===== src/rtl/xct_pkg.sv =====
package xct_pkg;
    typedef enum logic {
        MODE_FUNC = 1'b0,
        MODE_TEST = 1'b1
    } mode_e;
endpackage


===== src/rtl/xct_mode_fsm.sv =====
module xct_mode_fsm
    import xct_pkg::*;
(
    input  logic  clk,
    input  logic  por_n,
    input  logic  sys_rst_n,
    input  logic  strap_a,
    input  logic  strap_b,
    output mode_e mode
);
    logic  rst_q;
    logic  release_evt;
    mode_e mode_nxt;

    // State register; power-on reset arms rst_q high so that a reset
    // already released at power-up is not seen as a release event.
    always_ff @(posedge clk or negedge por_n) begin
        if (!por_n) begin
            rst_q <= 1'b1;
            mode  <= MODE_FUNC;
        end else begin
            rst_q <= sys_rst_n;
            mode  <= mode_nxt;
        end
    end

    always_comb begin
        release_evt = !rst_q && sys_rst_n;
        mode_nxt    = mode;
        if (release_evt) begin
            unique case (mode)
                MODE_FUNC: if (!strap_a && !strap_b) mode_nxt = MODE_TEST;
                MODE_TEST: if (strap_a || strap_b)   mode_nxt = MODE_FUNC;
            endcase
        end
    end

    a_r1_enter_on_low_straps: assert property (@(posedge clk) disable iff (!por_n)
        (!rst_q && sys_rst_n && !strap_a && !strap_b) |=> (mode == MODE_TEST));

    a_r2_leave_on_high_strap: assert property (@(posedge clk) disable iff (!por_n)
        (!rst_q && sys_rst_n && (strap_a || strap_b)) |=> (mode == MODE_FUNC));

    a_r3_hold_without_release: assert property (@(posedge clk) disable iff (!por_n)
        !(!rst_q && sys_rst_n) |=> $stable(mode));

    a_r10_hold_in_reset: assert property (@(posedge clk) disable iff (!por_n)
        !sys_rst_n |=> $stable(mode));

    // power-on reset keeps the mode in FUNC
    a_r4_por_forces_func: assert property (@(posedge clk)
        !por_n |-> (mode == MODE_FUNC));
endmodule


===== src/rtl/xct_chain.sv =====
module xct_chain #(
    parameter int N = 16
) (
    input  logic [N-1:0] din,
    output logic         parity
);
    localparam int LAST = N - 1;

    logic [N-1:0] link;

    assign link[0] = din[0];

    for (genvar i = 1; i < N; i++) begin : g_link
        assign link[i] = link[i-1] ^ din[i];
    end

    assign parity = link[LAST];
endmodule


===== src/rtl/xct_pad_mux.sv =====
module xct_pad_mux
    import xct_pkg::*;
(
    input  mode_e mode,
    input  logic  chain_bit,
    input  logic  func_txd,
    output logic  pad_out
);
    always_comb begin
        unique case (mode)
            MODE_TEST: pad_out = chain_bit;
            MODE_FUNC: pad_out = func_txd;
        endcase
    end
endmodule


===== src/rtl/xct_top.sv =====
module xct_top
    import xct_pkg::*;
#(
    parameter int N = 16
) (
    input  logic         clk,
    input  logic         por_n,
    input  logic         sys_rst_n,
    input  logic [N-1:0] chain_in,
    input  logic         func_txd,
    output logic         pad_out
);
    mode_e mode;
    logic  chain_bit;

    xct_mode_fsm u_fsm (
        .clk       (clk),
        .por_n     (por_n),
        .sys_rst_n (sys_rst_n),
        .strap_a   (chain_in[0]),
        .strap_b   (chain_in[1]),
        .mode      (mode)
    );

    xct_chain #(.N(N)) u_chain (
        .din    (chain_in),
        .parity (chain_bit)
    );

    xct_pad_mux u_mux (
        .mode      (mode),
        .chain_bit (chain_bit),
        .func_txd  (func_txd),
        .pad_out   (pad_out)
    );

    a_r5_test_gives_parity: assert property (@(posedge clk) disable iff (!por_n)
        (mode == MODE_TEST) |-> (pad_out == (^chain_in)));

    a_r8_func_gives_txd: assert property (@(posedge clk) disable iff (!por_n)
        (mode == MODE_FUNC) |-> (pad_out == func_txd));

    a_r6_single_flip_inverts: assert property (@(posedge clk) disable iff (!por_n)
        ((mode == MODE_TEST) && $stable(mode) && ($countones(chain_in ^ $past(chain_in)) == 1))
        |-> (pad_out != $past(pad_out)));
endmodule


===== config.mk =====
export PLATFORM = sky130hd
export DESIGN_NAME = xct_top
export DESIGN_NICKNAME = d
export VERILOG_FILES = /design/src/rtl/xct_pkg.sv /design/src/rtl/xct_mode_fsm.sv /design/src/rtl/xct_chain.sv /design/src/rtl/xct_pad_mux.sv /design/src/rtl/xct_top.sv
export SDC_FILE = /design/constraint.sdc
export NUM_CORES = 1
export LEC_CHECK = 0
export ABC_CLOCK_PERIOD_IN_PS = 1300
export BUFFER_PORTS_ARGS = -buffer_cell sky130_fd_sc_hd__clkbuf_2
export CAP_MARGIN = 20
export CORE_AREA = 2 2 39 41
export CTS_BUF_LIST = sky130_fd_sc_hd__clkbuf_16
export DETAILED_ROUTE_END_ITERATION = 8
export DIE_AREA = 0 0 41 43
export GPL_TIMING_DRIVEN = 0
export PLACE_DENSITY = 0.44
export SETUP_SLACK_MARGIN = 0.02
export SLEW_MARGIN = 5
export SYNTH_ARGS = -nofsm -noshare
export SYNTH_HDL_FRONTEND = slang
export SYNTH_HIERARCHICAL = 1
export SYNTH_SLANG_ARGS = --single-unit

===== constraint.sdc =====
create_clock -name clk -period 1.3 [get_ports clk]
set_clock_uncertainty 0.1 [all_clocks]
set_input_delay 0.065 -clock clk [delete_from_list [all_inputs] [get_ports clk]]
set_output_delay 0.065 -clock clk [all_outputs]
set_load 0.02 [all_outputs]

==> run metrics <==
vias in the first global route=225; via count=225; critical path peak fanout=1; crit share post-route=0.9918; Final Max Slew Viols=0; Clk Latency, worst-skew pair=0.23 ns; Critical Path AT=1.12 ns; Seq/Total Area, Yosys=0.2228; CTS Buffer Depth=2; met2 usage=0.1031; Syn Area/Cell=10.96 um2; Power Dens Cells=1445 mW/mm2; Mapped Nets=41; Yosys warnings=6; fmax=775.6 MHz; Worst-Margin Slew=0.1681 ns; status=complete, no violations; gr busiest metal=met4; H-tree level count=1; Pwr Total=797.1 uW; Post-DRT Antenna Nets=0; worst hold margin=0.05218 ns; Final setup viols=0; CTS Root Cell=clkbuf_16; Tmin final=1.289 ns; Die Ht=43 um; Layout Nets=68; area of the core=0.001384 mm2; number of cell rows=14; Int Pwr=618.8 uW; Max-slew headroom=0.8871; number of clock sinks=2; final hold violations=0; CTS tree=done; WP data required=1.13 ns; Initial Util=0.1664; die area=0.001763 mm2; LEAKAGE=0.0002580 uW; P&R area growth vs syn=139.7%; largest net degree at the start of global routing=3; drt pass-1 iters=2; TritonCTS Buffers=3; Critical Path Start Type=input pin; GP Congestion=0.5518; combinational power share=0.299; maxcap violations=0; fin area=551.8 um2; DR vias/cell=3.571; drt drc=0; CTS clk-pin slew, worst paths=0.03 ns; die width=41 um; initial antenna violation count=0; Final Non-Filler Cells=63; Post-Syn Instances=21; DP Area=350.3 um2; sequential share of power=0.093; most common cell after layout, fill and taps aside=clkbuf_2; I/O Buffers=20; met1 usage=0.06369; GRT Util Overall=0.07407; synth unique cells=7; antenna cells=0; hold crit path type=in2async; Worst VDD drop=472.0 uV; synthesized cell area=230.2 um2; most frequent cells in the layout=15 x clkbuf_2, 9 x xnor2_1, 4 x buf_6, 4 x xnor2_2, 3 x clkbuf_16; routed len/inst=8.984 um; Iter 0 DRT Violations=1; share of cells above drive strength 1=0.7021; post-CTS setup buffer count=0; crit path kind=in2out; RSZ-0062 raised after global routing=true; Psw=178.4 uW; Setup TNS Final=0 ns; flip-flop and latch count after synthesis=2; sw frac=0.2238; Clk network pwr share=0.608; Total Wirelength=566 um; global-route wire length before repair=772 um; crit end category=primary output; placed cell count=57; I/O pin cnt=21; met3 usage=0.01571; Overflow after GRT=0
per-layer routing:
layer  wire length, um  part of all wire
met5                 0                 0
met4                31             0.055
met3                97              0.17
met2               226              0.40
met1               211              0.37
flip-flops by register name, summed over array words and instances, names as in the netlist:
name         flops
u_fsm/rst_q      1
u_fsm/mode       1
Yosys cell counts:
cell / instances / area, um2
nor2_1: 1 / 3.750
xor2_1: 1 / 8.760
xnor2_1: 14 / 122.6
dfrtp_1: 1 / 25.02
mux2_4: 2 / 30.03
dfstp_2: 1 / 26.28
nor2b_4: 1 / 13.76
cell families after synthesis:
| family | share of synthesized area |
|---|---|
| muxes | 0.1304 |
| DFF | 0.2228 |
| and+or+nand+nor | 0.07606 |
| xor gates and xnor gates | 0.5707 |
layout make-up:
type                    count  area [um2]
well taps                  16       20.02
repair buffers             22       155.1
fillers                   134       832.0
multi-input cells          19       246.5
clock inverters             1       3.754
flip-flops and latches      2       51.30
clock buffers               3       75.07
metrics by stage:
| stage | utilization | setup slack, ns |
|---|---|---|
| after floorplan | - | 0.2332 |
| after global placement | 0.2532 | -0.04071 |
| final | 0.3987 | 0.01061 |
| after detailed placement | 0.2532 | -0.03359 |
| after global routing | 0.3987 | -0.07278 |
| after CTS | 0.3409 | -0.03087 |
worst max-delay path, cell delays in order:
cell and delay (ns):
buf_8 0.10, xor2_4 0.17, xnor2_2 0.13, xnor2_1 0.13, xnor2_1 0.13, mux2_4 0.26, buf_6 0.13
path summary, 6_finish.rpt:
check	startpoint	endpoint	slack [ns]	cells past startpoint
worst min register to register	u_fsm/mode$_DFFE_PN0P_	u_fsm/mode$_DFFE_PN0P_	0.45	1
worst max register to register	u_fsm/rst_q$_DFF_PN1_	u_fsm/mode$_DFFE_PN0P_	0.23	2
worst min-delay path	por_n	u_fsm/mode$_DFFE_PN0P_	0.05	2
min in group clk	chain_in[0]	u_fsm/mode$_DFFE_PN0P_	0.11	3
worst max-delay path	chain_in[8]	pad_out	0.01	7
max in group asynchronous	por_n	u_fsm/rst_q$_DFF_PN1_	0.85	2
power groups by stage:
stage / clock network, uW / registers, uW / logic [uW]
CTS: 493 / 74.4 / 200
detailed placement: 0 / 74.4 / 186
finish: 485 / 74.1 / 238
floorplan: 0 / 73.6 / 135
global route: 503 / 74.5 / 259
global placement: 0 / 74.8 / 185
timing repair:
| action | in CTS | in global routing |
|---|---|---|
| endpoints found under the hold margin | 3 | 0 |
| hold buffers | 2 | 0 |
| pin swaps | 0 | 5 |
| resized for setup | 3 | 20 |
| endpoints found under the setup margin | 1 | 1 |
No activity file was read; power rests on OpenSTA's default activity.
